**src/rtl/bwr_pkg.sv**
```systemverilog
// Package: shared types and helpers for the bypass relay watchdog.
// Assumes the countdown is wide enough for the longest period (8 ticks).
package bwr_pkg;

    localparam int CNT_W = 4;

    typedef enum logic [1:0] {
        MODE_NORMAL = 2'b00,
        MODE_BYPASS = 2'b01,
        MODE_WDOG   = 2'b10,
        MODE_RSVD   = 2'b11
    } relay_mode_e;

    // Number of one-second ticks for a 2-bit timeout code.
    function automatic logic [CNT_W-1:0] code_ticks(input logic [1:0] code);
        return CNT_W'(1) << code;
    endfunction

endpackage

```
**src/rtl/bwr_sync.sv**
```systemverilog
// Module: multi-stage synchroniser for a single asynchronous level.
// Assumes STAGES >= 2; the output lags the input by STAGES edges.
module bwr_sync #(
    parameter int STAGES = 2
) (
    input  logic clk,
    input  logic rst_n,
    input  logic d_i,
    output logic q_o
);
    logic [STAGES-1:0] sync_q;

    // Shift the asynchronous level through the flop chain.
    always_ff @(posedge clk) begin
        if (!rst_n) sync_q <= '0;
        else        sync_q <= {sync_q[STAGES-2:0], d_i};
    end

    assign q_o = sync_q[STAGES-1];
endmodule

```
**src/rtl/bwr_reload_detect.sv**
```systemverilog
// Module: turns a complete 0-1-0 sequence of the software reload bit into a
// single-cycle pulse. A rising edge arms the detector; the following falling
// edge fires it. A level held high never fires repeatedly.
// Assumes the reload bit is asynchronous to clk.
module bwr_reload_detect #(
    parameter int SYNC_STAGES = 2
) (
    input  logic clk,
    input  logic rst_n,
    input  logic reload_bit_i,
    output logic reload_o
);
    logic bit_s, prev_q, armed_q, pulse_q;
    logic rise, fall;

    bwr_sync #(.STAGES(SYNC_STAGES)) u_sync (
        .clk   (clk),
        .rst_n (rst_n),
        .d_i   (reload_bit_i),
        .q_o   (bit_s)
    );

    assign rise = bit_s & ~prev_q;
    assign fall = ~bit_s & prev_q;

    // Track the previous level, the armed state and the output pulse.
    always_ff @(posedge clk) begin
        if (!rst_n) begin
            prev_q  <= 1'b0;
            armed_q <= 1'b0;
            pulse_q <= 1'b0;
        end else begin
            prev_q  <= bit_s;
            pulse_q <= fall & armed_q;
            if (rise)      armed_q <= 1'b1;
            else if (fall) armed_q <= 1'b0;
        end
    end

    assign reload_o = pulse_q;

    // one toggle gives exactly one single-cycle reload pulse.
    p_single_pulse_r3: assert property (@(posedge clk) disable iff (!rst_n)
        pulse_q |=> !pulse_q);
endmodule

```
**src/rtl/bwr_tick_gen.sv**
```systemverilog
// Module: prescaler giving one tick every DIV clock cycles (one second at
// the system clock rate). A reload clears it so that periods start aligned.
// Assumes DIV >= 1.
module bwr_tick_gen #(
    parameter int DIV = 50_000_000
) (
    input  logic clk,
    input  logic rst_n,
    input  logic clr_i,
    output logic tick_o
);
    localparam int W = (DIV > 1) ? $clog2(DIV) : 1;
    localparam logic [W-1:0] LAST = W'(DIV - 1);

    logic [W-1:0] cnt_q;

    // Count clock cycles and wrap at the last one.
    always_ff @(posedge clk) begin
        if (!rst_n || clr_i)   cnt_q <= '0;
        else if (cnt_q == LAST) cnt_q <= '0;
        else                   cnt_q <= cnt_q + 1'b1;
    end

    assign tick_o = (cnt_q == LAST);

    generate
        if (DIV > 1) begin : g_chk
            // ticks are isolated single-cycle pulses.
            p_tick_single_r2: assert property (@(posedge clk) disable iff (!rst_n)
                tick_o |=> !tick_o);
        end
    endgenerate
endmodule

```
**src/rtl/bwr_countdown.sv**
```systemverilog
// Module: watchdog countdown with sticky timeout flag. A reload loads the
// period of the selected code field and clears the flag; each tick
// decrements, and reaching zero sets the flag.
// Assumes reload and tick are single-cycle pulses.
module bwr_countdown
    import bwr_pkg::*;
(
    input  logic       clk,
    input  logic       rst_n,
    input  logic       tick_i,
    input  logic       reload_i,
    input  logic [1:0] code_a_i,
    input  logic [1:0] code_b_i,
    input  logic       src_i,
    output logic       expired_o
);
    logic [CNT_W-1:0] count_q;
    logic             expired_q;
    logic [1:0]       code_sel;

    assign code_sel = src_i ? code_b_i : code_a_i;

    // Load on reload, decrement on tick, flag on reaching zero.
    always_ff @(posedge clk) begin
        if (!rst_n) begin
            count_q   <= code_ticks(2'b00);
            expired_q <= 1'b0;
        end else if (reload_i) begin
            count_q   <= code_ticks(code_sel);
            expired_q <= 1'b0;
        end else if (tick_i && count_q != '0) begin
            count_q <= count_q - 1'b1;
            if (count_q == CNT_W'(1)) expired_q <= 1'b1;
        end
    end

    assign expired_o = expired_q;

    // a reload always leaves the flag clear.
    p_reload_clears_r5: assert property (@(posedge clk) disable iff (!rst_n)
        reload_i |=> !expired_q);
    // the flag is only set once the count has run out.
    p_zero_when_expired_r5: assert property (@(posedge clk) disable iff (!rst_n)
        expired_q |-> (count_q == '0));
    // the last tick of a period raises the flag.
    p_expire_on_last_r2: assert property (@(posedge clk) disable iff (!rst_n)
        (tick_i && !reload_i && count_q == CNT_W'(1)) |=> expired_q);
endmodule

```
**src/rtl/bwr_relay_sel.sv**
```systemverilog
// Module: priority selector and output register for the relay level.
// Priority: reset, then header, then the mode (mode 10 follows the flag).
// Assumes the header input is already synchronised.
module bwr_relay_sel
    import bwr_pkg::*;
(
    input  logic       clk,
    input  logic       rst_n,
    input  logic [1:0] mode_i,
    input  logic       hdr_i,
    input  logic       expired_i,
    output logic       relay_o
);
    logic relay_q, relay_d;
    relay_mode_e mode;

    assign mode = relay_mode_e'(mode_i);

    // Pick the next relay level by priority.
    always_comb begin
        if (hdr_i) relay_d = 1'b1;
        else begin
            case (mode)
                MODE_BYPASS: relay_d = 1'b1;
                MODE_WDOG:   relay_d = expired_i;
                default:     relay_d = 1'b0;
            endcase
        end
    end

    // Register the relay level; reset forces bypass.
    always_ff @(posedge clk) begin
        if (!rst_n) relay_q <= 1'b1;
        else        relay_q <= relay_d;
    end

    assign relay_o = relay_q;

    // reset forces bypass on the following edge.
    p_reset_bypass_r1: assert property (@(posedge clk)
        !rst_n |=> relay_q);
    // the synchronised header forces bypass.
    p_hdr_force_r7: assert property (@(posedge clk) disable iff (!rst_n)
        hdr_i |=> relay_q);
    // modes 00 and 11 give normal when the header is low.
    p_mode_normal_r6: assert property (@(posedge clk) disable iff (!rst_n)
        (!hdr_i && (mode_i == 2'b00 || mode_i == 2'b11)) |=> !relay_q);
    // mode 10 follows the timeout flag.
    p_wdog_follow_r8: assert property (@(posedge clk) disable iff (!rst_n)
        (!hdr_i && mode_i == 2'b10) |=> (relay_q == $past(expired_i)));
endmodule

```
**src/rtl/bwr_top.sv**
```systemverilog
// Module: watchdog-guarded bypass relay selector (top level).
// Ties the reload detector, prescaler, countdown and relay selector together.
// Assumes reload_bit_i and hdr_force_i are asynchronous; all else synchronous.
module bwr_top #(
    parameter int TICK_DIV    = 50_000_000,
    parameter int SYNC_STAGES = 2
) (
    input  logic       clk,
    input  logic       rst_n,
    input  logic       reload_bit_i,
    input  logic [1:0] tmo_code_a_i,
    input  logic [1:0] tmo_code_b_i,
    input  logic       tmo_src_i,
    input  logic [1:0] bypass_mode_i,
    input  logic       hdr_force_i,
    output logic       relay_bypass_o,
    output logic       wdt_expired_o
);
    logic reload_p, tick, expired, hdr_s;

    bwr_reload_detect #(.SYNC_STAGES(SYNC_STAGES)) u_reload (
        .clk          (clk),
        .rst_n        (rst_n),
        .reload_bit_i (reload_bit_i),
        .reload_o     (reload_p)
    );

    bwr_tick_gen #(.DIV(TICK_DIV)) u_tick (
        .clk    (clk),
        .rst_n  (rst_n),
        .clr_i  (reload_p),
        .tick_o (tick)
    );

    bwr_countdown u_count (
        .clk       (clk),
        .rst_n     (rst_n),
        .tick_i    (tick),
        .reload_i  (reload_p),
        .code_a_i  (tmo_code_a_i),
        .code_b_i  (tmo_code_b_i),
        .src_i     (tmo_src_i),
        .expired_o (expired)
    );

    bwr_sync #(.STAGES(SYNC_STAGES)) u_hdr_sync (
        .clk   (clk),
        .rst_n (rst_n),
        .d_i   (hdr_force_i),
        .q_o   (hdr_s)
    );

    bwr_relay_sel u_relay (
        .clk       (clk),
        .rst_n     (rst_n),
        .mode_i    (bypass_mode_i),
        .hdr_i     (hdr_s),
        .expired_i (expired),
        .relay_o   (relay_bypass_o)
    );

    assign wdt_expired_o = expired;
endmodule

```
**config.mk**
```make
export PLATFORM = sky130hd
export DESIGN_NAME = bwr_top
export DESIGN_NICKNAME = d
export VERILOG_FILES = /design/src/rtl/bwr_pkg.sv /design/src/rtl/bwr_sync.sv /design/src/rtl/bwr_reload_detect.sv /design/src/rtl/bwr_tick_gen.sv /design/src/rtl/bwr_countdown.sv /design/src/rtl/bwr_relay_sel.sv /design/src/rtl/bwr_top.sv
export SDC_FILE = /design/constraint.sdc
export NUM_CORES = 1
export LEC_CHECK = 0
export ABC_CLOCK_PERIOD_IN_PS = 2900
export BUFFER_PORTS_ARGS = -buffer_cell sky130_fd_sc_hd__buf_2
export CAP_MARGIN = 20
export CORE_MARGIN = 10
export CORE_UTILIZATION = 63
export CTS_BUF_LIST = sky130_fd_sc_hd__clkbuf_16
export CTS_CLUSTER_SIZE = 24
export DETAILED_ROUTE_END_ITERATION = 10
export GPL_ROUTABILITY_DRIVEN = 0
export GPL_TIMING_DRIVEN = 0
export HOLD_SLACK_MARGIN = 0.02
export PLACE_DENSITY = 0.91
export SKIP_CTS_REPAIR_TIMING = 1
export SYNTH_ARGS = -nofsm -noshare
export SYNTH_HDL_FRONTEND = slang
export SYNTH_SLANG_ARGS = --single-unit
```
**constraint.sdc**
```tcl
create_clock -name clk -period 2.9 [get_ports clk]
set_input_delay 0.58 -clock clk [delete_from_list [all_inputs] [get_ports clk]]
set_output_delay 0.58 -clock clk [all_outputs]
set_load 0.005 [all_outputs]
```
==> flow_metrics.tcl <==
set metrics [dict create \
    status "completed" \
    overflow 0 \
    ys_types 41 \
    crit_type "reg2reg" \
    grtUsageTotal_pct 14.96 \
    mostFrequentLayoutCells "dfxtp_1 (39), nor2_1 (23), buf_2 (17), nand2_1 (13), a21oi_1 (13)" \
    syn_avg_cell_area_sq_um 8.735 \
    setup_viol_count_final 0 \
    ctsRootBufferMaster "clkbuf_16" \
    numPortBuffers 12 \
    finalHoldViolCount 0 \
    syn_nets 234 \
    n_antenna_cell 0 \
    syn_inst 216 \
    drt-initial-drc-count 192 \
    worst_slack_ns 0.5763 \
    power_density_nw_per_um2 555.8 \
    synthTopCellsByArea "dfxtp_1 (41%), ha_1 (4.6%), nor2_1 (4.6%)" \
    start_util_pct 67.26 \
    drtPass1Iterations 4 \
    placed_cells 259 \
    synth_edf_count 0 \
    ff2ff_setup_slack_ns 0.58 \
    wl_per_cell_um 14.79 \
    grt_pass1_wl_um 6534 \
    fin_setup_tns_ns 0 \
    grt_max_degree 13 \
    min_path_cells 2 \
    grt_pass1_vias 1549 \
    max_freq_mhz 430.3 \
    dpl.hpwl_um 2795 \
    vias 1637 \
    layout_commonest_cell "dfxtp_1" \
    crit_path_end_kind "flop" \
    cp.arrival_ns 2.48 \
    period_needed_ns 2.324 \
    timing.final.max_slew_violations 0 \
    ctsHtreeMaxLevel 2 \
    clkTransAtPathRegs_ns 0.05 \
    r2r-start "u_tick.cnt_q[0]" \
    fin_crit_sh_pct 80.13 \
    die_h_um 74.73 \
    holdWs_ns 0.4175 \
    cts_buffer_depth 2 \
    clk_latency_ns 0.28 \
    layoutNonFillerInstCount 267 \
    skew_ns 0.005350 \
    crit_start "u_tick.cnt_q[0]" \
    min_path_type "reg2reg" \
    yosys_warnings 0 \
    wl_um 3949 \
    syn2layout_area_growth_pct 13.93 \
    io_pins 13 \
    numCtsBuffers 5 \
    cts_sinks 39 \
    final_nets 253 \
    viasPerCell 6.131 \
    rsz0062_at_grt "false" \
    cp_max_fo 10 \
    antenna_found_initial 0 \
    async_reset_ff_share_pct 0 \
    synth_seq_cells 39 \
    cts_tree "built" \
    synth.top_cell.area_share_pct 41.38 \
    yosysTopAreaCell "dfxtp_1" \
    dp_worst_setup_slack_ns 0.6132 \
    antenna_left 0 \
    die_w_um 74.73 \
    drive_gt1_share_pct 12.29 \
    yosysSeqAreaShare_pct 41.38 \
    p_leak_nw 0.7950 \
    tightest_slew_ns 0.7509 \
    maxCapViolations 0 \
    fp.dieArea_sq_um 5584 \
    r2r_cells 7 \
    synth_flop_cell "dfxtp_1" \
    max_slew_margin_pct 49.52 \
    start_kind "flop" \
    coreArea_sq_um 2805 \
    fp-row-count 19 \
    peakVddDrop_v 0.0004937 \
    drc 0 \
    crit_end "u_tick.cnt_q[3]" \
    syn_area_sq_um 1887 \
    timing.rr.end "u_tick.cnt_q[3]" \
    required_ns 3.06 \
]
==> layout make-up <==
cell class                      count  area, sq um
Buffer                              7        32.53
Tap cell                           31        38.79
Multi-Input combinational cell    158         1028
Clock buffer                        5        125.1
Fill cell                         195        655.6
Sequential cell                    39        780.7
Timing Repair Buffer               12        60.06
Clock inverter                      3        38.79
Inverter                           12        45.04
==> kinds of logic after synthesis <==
family	count (synthesis)	share of synthesized area (%)
AOI/OAI and AO/OA	37	12.53
xor gates and xnor gates	13	6.035
adders and majority gates	7	4.642
buffers and inverters	19	4.111
DFF	39	41.38
muxes	1	0.5305
and+or+nand+nor	100	30.77
==> Yosys cell counts, types with 3 or more instances <==
library cell / instances
dfxtp_1: 39
nor2_1: 23
a21oi_1: 13
nand2_1: 13
inv_1: 12
nand3_1: 8
o21ai_0: 8
xnor2_1: 8
and4_1: 7
ha_1: 7
nand4_1: 7
or3_1: 7
or4_1: 6
and2_1: 5
and3_1: 5
buf_2: 5
o31ai_1: 5
xor2_1: 5
nor2b_1: 4
nor3_1: 3
==> report_power, final <==
group | total, mW | internal [mW] | switching (mW)
clock | 0.600 | 0.400 | 0.199
combinational | 0.0468 | 0.0194 | 0.0274
sequential | 0.548 | 0.544 | 0.00414
==> metal layers <==
layer | track usage [%] | part of all wire [%] | up-vias
met2 | 25.84 | 50 | 42
met3 | 4.205 | 4.9 | 5
met1 | 16.33 | 43 | 766
li1 | - | - | 824
met5 | 0 | 0 | -
met4 | 7.983 | 1.6 | 0
==> through the flow <==
stage	utilization (%)	cell area, sq um	power (mW)
floorplan	-	1887	0.5875
global placement	70.79	1986	0.6038
detailed placement	70.79	1986	0.6065
CTS	76.63	2150	1.210
global route	76.63	2150	1.228
finish	76.63	2150	1.195
==> worst min path at each step <==
stage | slack [ns] | start | endpoint
after floorplan | 0.40 | u_hdr_sync.sync_q[1] | u_relay.relay_o
after global placement | 0.42 | u_reload.u_sync.sync_q[0] | u_reload.u_sync.sync_q[1]
after detailed placement | 0.41 | u_hdr_sync.sync_q[1] | u_relay.relay_o
after CTS | 0.42 | u_hdr_sync.sync_q[1] | u_relay.relay_o
after global routing | 0.43 | u_hdr_sync.sync_q[1] | u_relay.relay_o
final | 0.42 | u_hdr_sync.sync_q[1] | u_relay.relay_o
==> critical path, stage by stage (launching register included) <==
cell	delay, ns
dfxtp_1	0.37
ha_1	0.29
nand2_1	0.13
nor4_2	0.68
a21o_1	0.20
buf_2	0.19
buf_2	0.26
nor2_1	0.08
==> state kept, by name, summed over array words and instances, names as in the netlist <==
name and flops:
u_tick.cnt_q 26, u_count.count_q 4, u_hdr_sync.sync_q 2, u_reload.u_sync.sync_q 2, u_count.expired_o 1, u_relay.relay_o 1
u_reload.armed_q 1, u_reload.prev_q 1, u_reload.reload_o 1
(Power assumes the default switching activity.)
